File: src/rtl/hlk_pkg.sv
package hlk_pkg;
  localparam int HASH_W = 18;
  typedef logic [HASH_W-1:0] hash_t;

  function automatic hash_t rotl(input hash_t v, input int r);
    hash_t res;
    res = v;
    for (int k = 0; k < HASH_W; k++) begin
      if (k < r) res = {res[HASH_W-2:0], res[HASH_W-1]};
    end
    return res;
  endfunction
endpackage

File: src/rtl/hash_step.sv
module hash_step
  import hlk_pkg::*;
#(
  parameter int                 PAIR_W   = 16,
  parameter logic [PAIR_W-1:0]  HASH_KEY = 16'hC8A3,
  parameter int                 ROT      = 7
) (
  input  hash_t             cur_i,
  input  logic [PAIR_W-1:0] pair_i,
  output hash_t             nxt_o
);
  localparam hash_t KEY_EXT = hash_t'(HASH_KEY);

  always_comb begin
    nxt_o = rotl(cur_i ^ hash_t'(pair_i) ^ KEY_EXT, ROT);
  end
endmodule

File: src/rtl/presence_table.sv
module presence_table #(
  parameter int ADDR_W = 6
) (
  input  logic              clk_i,
  input  logic              rst_ni,
  input  logic              clr_i,
  input  logic              we_i,
  input  logic [ADDR_W-1:0] waddr_i,
  input  logic [ADDR_W-1:0] raddr_i,
  output logic              rd_o
);
  localparam int DEPTH = 1 << ADDR_W;

  logic [DEPTH-1:0] bits_q;

  for (genvar g = 0; g < DEPTH; g++) begin : g_bit
    always_ff @(posedge clk_i or negedge rst_ni) begin
      if (!rst_ni)                                            bits_q[g] <= 1'b0;
      else if (clr_i)                                         bits_q[g] <= 1'b0;
      else if (we_i && waddr_i == ADDR_W'(g))                 bits_q[g] <= 1'b1;
    end
  end

  assign rd_o = bits_q[raddr_i];


  clear_wins_chk: assert property (@(posedge clk_i) disable iff (!rst_ni)
    $past(clr_i) |-> bits_q == '0);

  write_sets_chk: assert property (@(posedge clk_i) disable iff (!rst_ni)
    ($past(we_i) && !$past(clr_i)) |-> bits_q[$past(waddr_i)]);
endmodule

File: src/rtl/fwd_pipe.sv
module fwd_pipe #(
  parameter int PAIR_W = 16
) (
  input  logic              clk_i,
  input  logic              rst_ni,
  input  logic              valid_i,
  input  logic [PAIR_W-1:0] pair_i,
  input  logic              eow_i,
  input  logic              mode_i,
  output logic              valid_o,
  output logic [PAIR_W-1:0] pair_o,
  output logic              eow_o,
  output logic              mode_o
);
  logic live_q;

  always_ff @(posedge clk_i or negedge rst_ni) begin
    if (!rst_ni) begin
      valid_o <= 1'b0;
      pair_o  <= '0;
      eow_o   <= 1'b0;
      mode_o  <= 1'b0;
      live_q  <= 1'b0;
    end else begin
      valid_o <= valid_i;
      pair_o  <= pair_i;
      eow_o   <= eow_i;
      mode_o  <= mode_i;
      live_q  <= 1'b1;
    end
  end


  fwd_latency_chk: assert property (@(posedge clk_i) disable iff (!rst_ni)
    live_q |-> (pair_o == $past(pair_i) && valid_o == $past(valid_i)
                && eow_o == $past(eow_i) && mode_o == $past(mode_i)));
endmodule

File: src/rtl/hash_lookup_stage.sv
module hash_lookup_stage
  import hlk_pkg::*;
#(
  parameter int                PAIR_W   = 16,
  parameter logic [PAIR_W-1:0] HASH_KEY = 16'hC8A3,
  parameter int                ROT      = 7,
  parameter int                ADDR_W   = 6
) (
  input  logic              clk_i,
  input  logic              rst_ni,
  input  logic              clear_table_i,
  input  logic              pair_valid_i,
  input  logic [PAIR_W-1:0] pair_i,
  input  logic              eow_i,
  input  logic              load_mode_i,
  input  logic              hit_i,
  output logic              pair_valid_o,
  output logic [PAIR_W-1:0] pair_o,
  output logic              eow_o,
  output logic              load_mode_o,
  output logic              hit_o
);
  hash_t             hash_q, hash_nxt;
  logic              lookup_q;
  logic [ADDR_W-1:0] addr_q;
  logic              rd_bit;
  logic              word_end;

  assign word_end = pair_valid_i & eow_i;

  hash_step #(.PAIR_W(PAIR_W), .HASH_KEY(HASH_KEY), .ROT(ROT)) u_step (
    .cur_i (hash_q),
    .pair_i(pair_i),
    .nxt_o (hash_nxt)
  );

  always_ff @(posedge clk_i or negedge rst_ni) begin
    if (!rst_ni) begin
      hash_q   <= '0;
      lookup_q <= 1'b0;
      addr_q   <= '0;
      hit_o    <= 1'b0;
    end else begin
      if (pair_valid_i) hash_q <= eow_i ? '0 : hash_nxt;  // restart per word
      lookup_q <= word_end & ~load_mode_i;
      if (word_end) addr_q <= hash_nxt[ADDR_W-1:0];
      hit_o    <= lookup_q & (hit_i | rd_bit);
    end
  end

  presence_table #(.ADDR_W(ADDR_W)) u_table (
    .clk_i  (clk_i),
    .rst_ni (rst_ni),
    .clr_i  (clear_table_i),
    .we_i   (word_end & load_mode_i),
    .waddr_i(hash_nxt[ADDR_W-1:0]),
    .raddr_i(addr_q),
    .rd_o   (rd_bit)
  );

  fwd_pipe #(.PAIR_W(PAIR_W)) u_fwd (
    .clk_i  (clk_i),
    .rst_ni (rst_ni),
    .valid_i(pair_valid_i),
    .pair_i (pair_i),
    .eow_i  (eow_i),
    .mode_i (load_mode_i),
    .valid_o(pair_valid_o),
    .pair_o (pair_o),
    .eow_o  (eow_o),
    .mode_o (load_mode_o)
  );


  hit_source_chk: assert property (@(posedge clk_i) disable iff (!rst_ni)
    hit_o |-> $past(pair_valid_o & eow_o & ~load_mode_o));

  hit_chain_chk: assert property (@(posedge clk_i) disable iff (!rst_ni)
    ($past(pair_valid_o & eow_o & ~load_mode_o) && $past(hit_i)) |-> hit_o);

  hash_restart_chk: assert property (@(posedge clk_i) disable iff (!rst_ni)
    $past(word_end) |-> hash_q == '0);

  hash_hold_chk: assert property (@(posedge clk_i) disable iff (!rst_ni)
    !$past(pair_valid_i) |-> $stable(hash_q));
endmodule

File: config.mk
export PLATFORM = sky130hd
export DESIGN_NAME = hash_lookup_stage
export DESIGN_NICKNAME = d
export VERILOG_FILES = /design/src/rtl/hlk_pkg.sv /design/src/rtl/hash_step.sv /design/src/rtl/presence_table.sv /design/src/rtl/fwd_pipe.sv /design/src/rtl/hash_lookup_stage.sv
export SDC_FILE = /design/constraint.sdc
export NUM_CORES = 1
export LEC_CHECK = 0
export BUFFER_PORTS_ARGS = -buffer_cell sky130_fd_sc_hd__clkbuf_2
export CORE_MARGIN = 3
export CORE_UTILIZATION = 35
export CTS_CLUSTER_SIZE = 24
export DETAILED_ROUTE_END_ITERATION = 6
export PLACE_DENSITY = 0.61
export RECOVER_POWER = 50
export SLEW_MARGIN = 20
export SYNTH_ARGS = -nofsm -noshare
export SYNTH_HDL_FRONTEND = slang
export SYNTH_SLANG_ARGS = --single-unit
File: constraint.sdc
create_clock -name clk_i -period 3.3 [get_ports clk_i]
set_input_delay 0 -clock clk_i [delete_from_list [all_inputs] [get_ports clk_i]]
set_output_delay 0 -clock clk_i [all_outputs]
set_load 0.1 [all_outputs]
==> results.txt <==
- The flow ran to the end, but the final reports show violations.
- Failing checks: max-capacitance violations, max-slew violations
- Slowest library cell on the worst path: dfrtp_1
- Before antenna repair, the detailed router went through 5 iterations.
* Global-route wire length before repair: 17500 um
- The clock passes through at most 2 buffers.
- In this run the critical register-to-register path is launched from addr_q[1].
- The critical path is of the flip-flop to flip-flop type.
- Count of fill cells added during filler insertion: 1168
- For the worst flop-to-flop path, the logic depth is 5.
- Relative slew slack: -23.0%
- After global routing the overflow that remains totals 0.
- Gp weighted congestion: 0.862
- Measured along the y axis, the die boundary spans 120 um.
* DRT iter0 DRCs: 330
- Fraction of synthesized cell area taken by the top area cell type: 60.2%
- Final Util: 43.5%
- The largest single stage delay on the critical path is 0.88 ns.
* Overall die area: 14300 um2
* Nature of the critical path endpoint: flip-flop
- Hold Vio Cnt, Final: 0
* Biggest area contributors in the synthesized netlist: dfrtp_1 (60%), mux4_1 (8.1%), nor2_1 (7.3%)
- CP Depth: 5
- Summing the areas of all fa, ha and maj instances in the mapped netlist gives 0% of the synthesized area.
- Row Count: 40
- In this run the worst path has a maximum fanout of 17.
- Syn Area/Cell: 11.2 um2
- Compound-Gate Fraction of Synth Area: 11.8%
- Routed wirelength normalized by instance count: 16.2 um
- Detailed-route DRC error count: 0
- Required time at the worst-slack endpoint: 3.53 ns
* Final setup margin: 1.11 ns
* Io pins: 43
* Post-synthesis instance area: 4530 um2
* Max frequency: 456 MHz
* Commonest cells after routing, fill and taps aside: dfrtp_1 (109), nor2_1 (88), a21oi_1 (64), clkbuf_1 (37), inv_1 (22)
* Average vias per placed instance: 5.09
- Once the floorplan was initialized, standard cells occupied 36.8% of the core.
- The Yosys step of the flow raised 0 warnings.
- For this run, the total global-route usage over all layers was measured as 15.6%.
* Pin count of the biggest net entering global routing: 77
- Combinational family with the most area after synthesis: compound AO/OA/AOI/OAI gates
- Clock slew at the register clock pins of the worst setup and hold paths: 0.07 ns
- Area fraction in and, or, nand and nor cells after synthesis: 10.3%
* Area growth from synthesis to layout: 18.4%
* Clock buffers created by TritonCTS: 9
- For the final database, setup skew stands at 0.00445 ns.
- 0 antenna diodes ended up in the layout.
- Worst hold endpoint: u_table.bits_q[20]
- STA classifies the critical path startpoint as a flip-flop.
- At the pin with the least slew margin, the transition time is 1.85 ns.
* Final #Nets: 487
- Setup repair after global routing left no endpoint under its margin.
- The clock tree synthesis step divided the H-tree into 3 levels.
* CP delay by family, top: flip-flops
- The initial antenna violation count is 0.
- Final Max Slew Viols: 77
* Dpl ws: 1.11 ns
- # clock sinks: 109
* Most frequent standard cell in the layout excluding fill and tap cells: dfrtp_1
- Setup tns final: 0 ns
- Arrival time at the worst endpoint: 2.42 ns
* Number of placed instances, taps included: 601
* Register bit count reported by yosys: 109
* Min-delay worst type: input pin to flip-flop
* Floorplan core area: 12300 um2
* Via count of the first global-routing pass: 3332
* Via count: 3240
- Cell type with the highest occurrence count on the critical path: o211ai_1
- VDD sags by at most 0.000283 V.
- Count of unique library cells instantiated by Yosys: 28
- Of all cell types, the one taking the most synthesized area is dfrtp_1.
- Buffers on Ports: 42
- In this run the register-to-register setup slack is 1.11 ns.
- Cts hold-fix bufs: 20
- The cell count after synthesis came out at 406.
- Share of the clock period used by the worst path after layout: 66.5%
- In the final layout, the share of cells above drive strength 1 is 6.40%.
- Number of buffers inserted by post-CTS setup repair: 0
* Total power per unit cell area: 557 nW/um2
- Fraction of synthesized cell area in xor and xnor cells: 3.68%
- Critical Path, Cell by Cell: mux4_2, a2111oi_1, o211ai_1, o211ai_1, a31oi_1
- Measured along the x axis, the die boundary spans 120 um.
- The final layout contains routed wiring with a total length of 10300 um.
* Pwr Total: 2.99 mW
- Number of stages on the worst hold path: 2
- The worst path needs 2.19 ns of the cycle, external delays included.
- The number of buffers and inverters on the critical path is 0.
* Final setup violation count: 0
- Number of instances resized during post-cts repair: 0
- TritonCTS built the clock tree.
* Max-cap check violation count: 1
* Number of standard cells in the final layout excluding fillers: 637
- Cell at the root of the clock tree: clkbuf_16
- Synthesis produced a netlist with a net count of 429.
- Source of the worst hold timing path: clear_table_i
- Multiplexer share of the synthesized area: 9.78%
- Sequential elements use 60.2% of the synthesized area.
* Latest clock arrival within the worst-skew pair: 0.35 ns
- In this run the critical register-to-register path is captured at hit_o.
* HPWL after detailed placement: 6730 um
- For this design the static power due to leakage is 2.42 nW.
- The count of nets left with antenna violations once routing finished came out at 0.
[area by class of cell]
cell class	instances	area (um2)	share of cell area, %
Sequential cell	109	2730	50.9
Multi-Input combinational cell	253	1610	30.1
Timing Repair Buffer	69	419	7.82
Clock buffer	11	253	4.71
Tap cell	168	210	3.92
Inverter	22	82.6	1.54
Clock inverter	5	56.3	1.05
[power breakdown]
part | switching [mW] | internal [mW] | total (mW)
combinational | 0.281 | 0.130 | 0.410
clock | 0.479 | 0.630 | 1.11
sequential | 0.0783 | 1.39 | 1.47
total | 0.838 | 2.15 | 2.99
[per-layer routing]
layer	vias to the layer above	routed length [um]	global-route usage [%]
met5	-	0	0
met4	0	244	6.59
met3	15	478	3.25
met2	104	4770	23.5
met1	1614	4820	21.9
li1	1507	-	-
[stage by stage]
| stage | hold slack [ns] | instance area [um2] |
|---|---|---|
| after global routing | 0.346 | 5360 |
| final | 0.313 | 5360 |
| after CTS | 0.111 | 5410 |
| after floorplan | -0.296 | 4530 |
| after global placement | 0.136 | 4900 |
| after detailed placement | 0.137 | 4900 |
[cell usage after synthesis, drive strengths merged]
| cell type | n |
|---|---|
| dfrtp | 109 |
| nand4 | 1 |
| nor2 | 88 |
| nor3 | 2 |
| o2111ai | 1 |
| xnor2 | 11 |
| o211ai | 2 |
| mux4 | 16 |
| inv | 22 |
| a2111oi | 1 |
| xor2 | 8 |
| o21ai | 11 |
| nand3 | 2 |
| nand3b | 2 |
| mux2i | 3 |
| nand2 | 14 |
| a21oi | 64 |
| o22ai | 18 |
| nor2b | 2 |
| nand2b | 5 |
| clkbuf | 16 |
| buf | 6 |
| a21boi | 1 |
| a31oi | 1 |
[sequential cells by signal, indices dropped and copies added, names as in the netlist]
register,count
hit_o,1
hash_q,18
u_fwd.valid_o,1
u_fwd.eow_o,1
u_table.bits_q,64
lookup_q,1
u_fwd.pair_o,16
u_fwd.mode_o,1
addr_q,6
[worst reg2reg max path, stage by stage, from the launching register on]
cell       delay, ns
dfrtp_1         0.88
mux4_2          0.43
a2111oi_1       0.41
o211ai_1        0.18
o211ai_1        0.13
a31oi_1         0.06
[worst max path at each step]
stage | slack, ns | startpoint | to
after global placement | 1.23 | addr_q[0] | hit_o
after floorplan | 1.63 | addr_q[1] | hit_o
after CTS | 1.11 | addr_q[1] | hit_o
after global routing | 1.0 | addr_q[1] | hit_o
final | 1.11 | addr_q[1] | hit_o
after detailed placement | 1.11 | addr_q[1] | hit_o
[kinds of logic after synthesis]
family                 after synthesis
AND/OR/NAND/NOR                    116
flip-flops                         109
AO/OA/AOI/OAI                       99
buffers and inverters               44
XOR/XNOR                            19
multiplexers                        19
(Power assumes the default switching activity.)
